**config.mk**
```make
export PLATFORM = sky130hd
export DESIGN_NAME = stall_mailbox
export DESIGN_NICKNAME = d
export VERILOG_FILES = /design/src/rtl/stall_mailbox_pkg.sv /design/src/rtl/mbox_req_tracker.sv /design/src/rtl/mbox_data_latch.sv /design/src/rtl/mbox_ctl_reg.sv /design/src/rtl/stall_mailbox.sv
export SDC_FILE = /design/constraint.sdc
export NUM_CORES = 1
export LEC_CHECK = 0
export BUFFER_PORTS_ARGS = -buffer_cell sky130_fd_sc_hd__buf_2
export CAP_MARGIN = 10
export CELL_PAD_IN_SITES_DETAIL_PLACEMENT = 2
export CELL_PAD_IN_SITES_GLOBAL_PLACEMENT = 2
export CORE_MARGIN = 3
export CORE_UTILIZATION = 20
export DETAILED_ROUTE_END_ITERATION = 16
export MAX_ROUTING_LAYER = met4
export PLACE_DENSITY_LB_ADDON = 0.1
export SYNTH_ARGS = -nofsm -noshare
export SYNTH_HDL_FRONTEND = slang
export SYNTH_SLANG_ARGS = --single-unit
export TNS_END_PERCENT = 5
```
**constraint.sdc**
```tcl
create_clock -name clk -period 1.2 [get_ports clk]
set_input_delay 0.12 -clock clk [delete_from_list [all_inputs] [get_ports clk]]
set_output_delay 0.12 -clock clk [all_outputs]
set_load 0.01 [all_outputs]
```
**src/rtl/stall_mailbox_pkg.sv**
```systemverilog
package stall_mailbox_pkg;

  // Kind of request waiting for the microcontroller
  typedef enum logic [1:0] {
    REQ_NONE  = 2'd0,
    REQ_WRITE = 2'd1,
    REQ_READ  = 2'd2
  } req_kind_e;

  // Status and control bit positions (decoded by firmware)
  localparam int unsigned ST_PEND_BIT = 3;
  localparam int unsigned ST_WR_BIT   = 1;
  localparam int unsigned ST_RD_BIT   = 0;
  localparam int unsigned CTL_REL_BIT = 2;

  // Release fires only on a 0 -> 1 change of the release bit
  function automatic logic release_edge(input logic strobe,
                                        input logic old_bit,
                                        input logic new_bit);
    return strobe && !old_bit && new_bit;
  endfunction

endpackage

```
**src/rtl/mbox_req_tracker.sv**
```systemverilog
module mbox_req_tracker
  import stall_mailbox_pkg::*;
(
  input  logic      clk,
  input  logic      rst_n,
  input  logic      wr_acc,
  input  logic      rd_acc,
  input  logic      release_i,
  output req_kind_e kind_o,
  output logic      retry_o
);

  req_kind_e kind_q;
  logic      retry_q;

  always_ff @(posedge clk or negedge rst_n) begin
    if (!rst_n) begin
      kind_q  <= REQ_NONE;
      retry_q <= 1'b0;
    end else begin
      if (wr_acc)
        kind_q <= REQ_WRITE;
      else if (rd_acc && !retry_q)
        kind_q <= REQ_READ;
      else if (release_i)
        kind_q <= REQ_NONE;
      if (rd_acc)
        retry_q <= !retry_q;
    end
  end

  assign kind_o  = kind_q;
  assign retry_o = retry_q;

  // a first-pass read becomes a pending read and arms the retry
  a_r3_read_request: assert property (@(posedge clk) disable iff (!rst_n)
    (rd_acc && !retry_q) |=> (kind_q == REQ_READ) && retry_q);

  // the retry pass raises no request and disarms the retry
  a_r4_retry_no_stall: assert property (@(posedge clk) disable iff (!rst_n)
    (rd_acc && retry_q) |=> (kind_q == REQ_NONE) && !retry_q);

  // release with no new access leaves nothing pending
  a_r6_release_clears: assert property (@(posedge clk) disable iff (!rst_n)
    (release_i && !wr_acc && !rd_acc) |=> (kind_q == REQ_NONE));

endmodule

```
**src/rtl/mbox_data_latch.sv**
```systemverilog
module mbox_data_latch #(
  parameter int unsigned DATA_W = 8
) (
  input  logic              clk,
  input  logic              rst_n,
  input  logic              host_we,
  input  logic [DATA_W-1:0] host_byte,
  input  logic              mcu_we,
  input  logic [DATA_W-1:0] mcu_byte,
  output logic [DATA_W-1:0] data_o
);

  logic [DATA_W-1:0] data_q;

  always_ff @(posedge clk or negedge rst_n) begin
    if (!rst_n)
      data_q <= '0;
    else if (host_we)
      data_q <= host_byte;
    else if (mcu_we)
      data_q <= mcu_byte;
  end

  assign data_o = data_q;

  // host byte wins a same-cycle collision
  a_r10_host_wins: assert property (@(posedge clk) disable iff (!rst_n)
    host_we |=> data_q == $past(host_byte));

  // lone microcontroller write lands in the latch
  a_r8_mcu_write: assert property (@(posedge clk) disable iff (!rst_n)
    (mcu_we && !host_we) |=> data_q == $past(mcu_byte));

endmodule

```
**src/rtl/mbox_ctl_reg.sv**
```systemverilog
module mbox_ctl_reg
  import stall_mailbox_pkg::*;
#(
  parameter int unsigned DATA_W = 8
) (
  input  logic              clk,
  input  logic              rst_n,
  input  logic              ctl_we,
  input  logic [DATA_W-1:0] ctl_byte,
  output logic [DATA_W-1:0] ctl_o,
  output logic              release_o
);

  logic [DATA_W-1:0] ctl_q;

  always_ff @(posedge clk or negedge rst_n) begin
    if (!rst_n)
      ctl_q <= '0;
    else if (ctl_we)
      ctl_q <= ctl_byte;
  end

  assign ctl_o     = ctl_q;
  assign release_o = release_edge(ctl_we, ctl_q[CTL_REL_BIT], ctl_byte[CTL_REL_BIT]);

  // a control write with the release bit low never releases
  a_r11_low_no_release: assert property (@(posedge clk) disable iff (!rst_n)
    (ctl_we && !ctl_byte[CTL_REL_BIT]) |-> !release_o);

endmodule

```
**src/rtl/stall_mailbox.sv**
```systemverilog
module stall_mailbox
  import stall_mailbox_pkg::*;
#(
  parameter int unsigned DATA_W = 8
) (
  input  logic              clk,
  input  logic              rst_n,
  input  logic              host_cs,
  input  logic              host_rd,
  input  logic              host_wr,
  input  logic [DATA_W-1:0] host_wdata,
  output logic [DATA_W-1:0] host_rdata,
  output logic              host_halt,
  input  logic              mcu_data_wr,
  input  logic [DATA_W-1:0] mcu_data_in,
  output logic [DATA_W-1:0] mcu_data_out,
  input  logic              mcu_ctl_wr,
  input  logic [DATA_W-1:0] mcu_ctl_in,
  output logic [DATA_W-1:0] mcu_status
);

  localparam logic [DATA_W-1:0] FLAG_MASK =
    (DATA_W'(1) << ST_PEND_BIT) | (DATA_W'(1) << ST_WR_BIT) | (DATA_W'(1) << ST_RD_BIT);
  localparam logic [DATA_W-1:0] ECHO_MASK = ~FLAG_MASK;

  function automatic logic [DATA_W-1:0] compose_status(input logic [DATA_W-1:0] ctl,
                                                       input req_kind_e kind);
    logic [DATA_W-1:0] s;
    s = ctl & ECHO_MASK;
    s[ST_PEND_BIT] = (kind == REQ_NONE);
    s[ST_WR_BIT]   = (kind != REQ_WRITE);
    s[ST_RD_BIT]   = (kind != REQ_READ);
    return s;
  endfunction

  // Named internal events
  logic              host_wr_acc;
  logic              host_rd_acc;
  logic              rel_evt;
  logic              retry;
  req_kind_e         kind;
  logic [DATA_W-1:0] ctl_val;
  logic [DATA_W-1:0] shared_byte;

  assign host_wr_acc = host_cs && host_wr && !host_halt;
  assign host_rd_acc = host_cs && host_rd && !host_wr && !host_halt;

  mbox_req_tracker u_tracker (
    .clk       (clk),
    .rst_n     (rst_n),
    .wr_acc    (host_wr_acc),
    .rd_acc    (host_rd_acc),
    .release_i (rel_evt),
    .kind_o    (kind),
    .retry_o   (retry)
  );

  mbox_data_latch #(.DATA_W(DATA_W)) u_data (
    .clk       (clk),
    .rst_n     (rst_n),
    .host_we   (host_wr_acc),
    .host_byte (host_wdata),
    .mcu_we    (mcu_data_wr),
    .mcu_byte  (mcu_data_in),
    .data_o    (shared_byte)
  );

  mbox_ctl_reg #(.DATA_W(DATA_W)) u_ctl (
    .clk       (clk),
    .rst_n     (rst_n),
    .ctl_we    (mcu_ctl_wr),
    .ctl_byte  (mcu_ctl_in),
    .ctl_o     (ctl_val),
    .release_o (rel_evt)
  );

  assign host_halt    = (kind != REQ_NONE);
  assign host_rdata   = shared_byte;
  assign mcu_data_out = shared_byte;
  assign mcu_status   = compose_status(ctl_val, kind);

  // a host write stalls the host and reports a write
  a_r2_write_stalls: assert property (@(posedge clk) disable iff (!rst_n)
    host_wr_acc |=> host_halt && !mcu_status[ST_WR_BIT] && mcu_status[ST_RD_BIT]);

  // echoed status bits follow the last control write
  a_r5_status_echo: assert property (@(posedge clk) disable iff (!rst_n)
    mcu_ctl_wr |=> (mcu_status & ECHO_MASK) == ($past(mcu_ctl_in) & ECHO_MASK));

  // release bit already high keeps the host stalled
  a_r7_level_holds: assert property (@(posedge clk) disable iff (!rst_n)
    (host_halt && mcu_ctl_wr && ctl_val[CTL_REL_BIT]) |=> host_halt);

  // while halted the host cannot change the shared byte
  a_r9_halt_blocks: assert property (@(posedge clk) disable iff (!rst_n)
    (host_halt && !mcu_data_wr) |=> $stable(mcu_data_out));

  // halt and pending flag agree
  a_r6_flag_matches_halt: assert property (@(posedge clk) disable iff (!rst_n)
    host_halt == !mcu_status[ST_PEND_BIT]);

endmodule

```
# After elaboration in Yosys (flattened, before gate mapping)

Cells that the tools add are included.

Flip-flop bits (word level): 19
Input bits: 31

Eq/ne operators: 2
Mux-type cells: 5
Reduce and logical (&&, ||, !) cells: 16

Operator list:

| kind                                           | count |
|---|---|
| 2-to-1 mux 8 bit                               | 2 |
| logical AND 1 bit                              | 8 |
| 2-to-1 mux 2 bit                               | 3 |
| logical NOT 1 bit                              | 4 |
| nonzero test 2 bit                             | 2 |
| nonzero test 3 bit                             | 1 |
| logical NOT 2 bit                              | 1 |
| != test 2 x 1 -> 1 bit (second input constant) | 1 |
| != test 2 bit (second input constant)          | 1 |

# Longest topological paths before layout

Depth after elaboration: 6
Depth in mapped cells: 5
Depth with buffers taken out: 3

# By module

A second synthesis with hierarchy kept.

Cell total of the unflattened synthesis: 75
Area total of the unflattened synthesis: 935.9 um^2

Modules (own cells, without submodules):

| module           | times used | cells an instance | area each (um^2) |
|---|---|---|---|
| mbox_data_latch  | 1          | 34                | 372.9 |
| mbox_ctl_reg     | 1          | 18                | 341.6 |
| mbox_req_tracker | 1          | 9                 | 121.4 |
| stall_mailbox    | 1          | 14                | 100.1 |

# Least setup slack after synthesis

OpenSTA, ideal clock, no wires.

Path kind: register to register
Start: register u_tracker.kind_q[1] (netlist: u_tracker.kind_o[1])
End: register u_data.data_q[0] (netlist: u_data.data_o[0])
Arrival: 1018 ps
Path slack: 108 ps
Cell stages (with the launch flop): 6
Cells stage by stage: dfrtp_1 -> and4bb_1 -> buf_6 -> buf_8 -> nand2_1 -> o21ai_2

Word-level cells in the longest chain between the ends: 4
Elaborated cells between the ends (all ways): 5

RTL lines:

| item                                                   | RTL line               | RTL |
|---|---|---|
| from (decl)                                            | mbox_req_tracker.sv:13 | `req_kind_e kind_q;` |
| from (signal assigned)                                 | mbox_req_tracker.sv:18 | `kind_q <= REQ_NONE;` |
| from (signal assigned)                                 | mbox_req_tracker.sv:22 | `kind_q <= REQ_WRITE;` |
| from (signal assigned)                                 | mbox_req_tracker.sv:24 | `kind_q <= REQ_READ;` |
| nonzero test 2 bit *                                   | stall_mailbox.sv:77    | `assign host_halt = (kind != REQ_NONE);` |
| logical NOT 1 bit *                                    | stall_mailbox.sv:45    | `assign host_wr_acc = host_cs && host_wr && !host_halt;` |
| logical AND 1 bit *                                    | stall_mailbox.sv:45    |  |
| 2-to-1 mux 8 bit or nonzero test 2 bit (tied branches) | -                      |  |
| to (signal assigned)                                   | mbox_data_latch.sv:19  | `data_q <= host_byte;` |
| to (signal assigned)                                   | mbox_data_latch.sv:21  | `data_q <= mcu_byte;` |
| to (decl)                                              | mbox_data_latch.sv:13  | `logic [DATA_W-1:0] data_q;` |

Mark *: on every way between the ends. The rest lies on a longest branch, timed or not.
A chain may end at the register's enable or synchronous reset.

# Worst setup path in the final report

Start: register u_tracker.kind_q[1] (netlist: u_tracker.kind_o[1])
End: output mcu_status[0]

Word-level cells in the longest chain between the ends: 1

RTL lines:

| item          | RTL line            | RTL |
|---|---|---|
| != test 2 bit | stall_mailbox.sv:32 | `s[ST_RD_BIT] = (kind != REQ_READ);` |
| to (decl)     | stall_mailbox.sv:19 | `output logic [DATA_W-1:0] mcu_status` |

Every way passes these cells.

==> results.toml <==
[status]
status = "finished clean"

[timing]
skew_ns = 0.00254
hold_viol_final = 0
period_needed_ns = 1.16
tightest_slew_ns = 0.368
finalMaxSlewViolations = 0
tns_ns = 0
setup_viol = 0
min_period_over_period = 0.971
slew_headroom = 0.755
worst_slack_ns = 0.0350
fmax_mhz = 858
rsz0062_at_grt = "yes"

[yosys]
ys_types = 17
netlist.top_cell.by_area = "dfrtp_1"
synth_most_common_cell = "dfrtp_1"
synth-edff-count = 0
yosys.area.top_type_share = 0.499
yosysWarnings = 0
synth_ff_type = "dfrtp_1"
avgSynthCellArea_um2 = 11.6
syn_area_um2 = 802
ys_ff_latch = 16
async_flop_share = 1.00
ys_top_cells_by_count = "dfrtp_1, nand2_1, buf_4, mux2i_1, o21ai_2"
netlist_top_cells_area = "dfrtp_1, mux2i_1, o21ai_2"
synthCells = 69
synth_seq_area_share = 0.499
syn-num-nets = 100

[power]
finalPower_w = 0.00210
p_leak_nw = 0.571
irDropWorstVdd_uv = 466
power_density_nw_per_um2 = 1860

[global_route]
overflow = 0
grt_pass1_vias = 738
grt_util_all_layers = 0.0967
antenna_found_initial = 0
grt_pass1_wl_mm = 3.57
grt_max_degree = 17

[route]
wl_per_cell_um = 12.8
postRouteAntennaNets = 0
drc = 0
wirelength_mm = 2.11
drt_iter0_markers = 3
dr.pass1.iters = 4
vias = 683
vias_per_cell = 4.14

[clock_tree]
numCtsBuffers = 3
clock-sinks = 16
cts.clk_slew.worst_paths_ns = 0.07
cts_max_path_buffers = 2
cts_root_buf = "clkbuf_8"
cts_setup_buffers = 0
worst_skew_pair.late_latency_ns = 0.25
htree_levels = 1
cts_tree = "yes"

[layout]
n_antenna_cell = 0
fin_util = 0.299
drive_gt1_frac = 0.607
area_growth_pct = 40.4
layout.cells.non_filler = 165
nNetsFinal = 149

[floorplanning]
die_h_um = 69.3
die_w_um = 69.3
num_io_pins = 56
rows = 22
dieArea_um2 = 4810
initial_utilization = 0.213
core_um2 = 3770

[placement]
gp_congestion = 0.671
dp_hpwl_mm = 1.77
place_inst = 160
place_ws_ns = 0.0603
port_buffers = 52

[setup_path]
worstPathMaxFanout = 5
r2r_cells = 4
r2r_end = "u_data.data_o[6]"
arrival_ns = 1.04
r2r_start = "u_tracker.kind_o[1]"
startpoint_type = "flip-flop"
path_class = "flip-flop to output port"
required_ns = 1.08
reg2reg_slack_ns = 0.04
worstSetupEndpointType = "output port"

[worst_hold_path]
whs_endpoint = "u_data.data_o[1]"
hold_path.class = "input port to flip-flop"
min_from = "host_wdata[1]"
min_path_cells = 3

[run]
maxCapViolCount = 0
[critical path: stages (launching register included)]
cell and delay [ns]:
dfrtp_1 0.42, or2b_1 0.24, buf_2 0.14
[power breakdown]
part | leakage, nW | switching (W) | internal (W)
Sequential | 0.191 | 0.000118 | 0.000689
Combinational | 0.351 | 0.000417 | 0.000389
Clock | 0.0288 | 0.000195 | 0.000291
Total | 0.571 | 0.000730 | 0.00137
[cells by family (layout without fill, tap and decap cells)]
group | Yosys count | count (layout) | synth area share
XOR/XNOR | 1 | 1 | 0.0109
buffers and inverters | 13 | 61 | 0.123
flip-flops | 16 | 16 | 0.499
AO/OA/AOI/OAI | 12 | 12 | 0.112
AND/OR/NAND/NOR | 15 | 15 | 0.0983
multiplexers | 12 | 12 | 0.156
[layer usage]
metal  vias up  GRT usage  share of wire
met2        29      0.172           0.55
met1       327      0.102           0.36
met4         0     0.0260          0.011
met5         -          -              0
li1        323          -              -
met3         4     0.0319          0.070
[cell usage in the layout, fill, tap and decap left out, drive strengths merged]
master / count
buf: 54
dfrtp: 16
o21ai: 12
nand2: 9
mux2i: 8
mux2: 4
clkbuf: 4
inv: 2
nand2b: 2
or2b: 1
nor2: 1
nand4b: 1
xnor2: 1
and4bb: 1
dlygate4sd3: 1
[area by class of cell]
cell class	count	area [um^2]
flip-flops and latches	16	400
multi-input cells	40	305
inverters	2	7.51
repair buffers	55	298
well taps	48	60.1
fillers	433	2650
clock buffers	4	55.1
[repair_timing]
action / CTS / global route
hold buffers: 1 / 0
setup endpoints to repair: 0 / 4
resized for setup: 0 / 1
endpoints found under the hold margin: 16 / 0
[per-stage QoR]
| stage | hold slack, ns | area, um^2 |
|---|---|---|
| 6_report | 0.0733 | 1130 |
| 4_1_cts | 0.0720 | 1120 |
| 5_1_grt | 0.0704 | 1130 |
| 3_3_place_gp | 0.0747 | 1060 |
| 2_1_floorplan | -0.176 | 802 |
| 3_5_place_dp | 0.0705 | 1060 |
[registers in the layout, indices dropped and copies added, names as in the netlist]
register	cells
u_data.data_o	8
u_ctl.ctl_o	5
u_tracker.kind_o	2
u_tracker.retry_o	1
[how the worst max path moves through the flow]
stage	start	endpoint	slack (ns)	cells after the start
after floorplan	u_tracker.kind_o[1]	u_data.data_o[0]	0.11	5
after global placement	u_tracker.kind_o[1]	u_data.data_o[6]	0.10	4
after detailed placement	u_tracker.kind_o[1]	u_data.data_o[6]	0.06	4
after CTS	u_tracker.kind_o[0]	host_halt	0.01	3
after global routing	u_tracker.kind_o[1]	mcu_status[0]	-0.03	2
final	u_tracker.kind_o[1]	mcu_status[0]	0.04	2
Power figures use the tool's default switching activity.
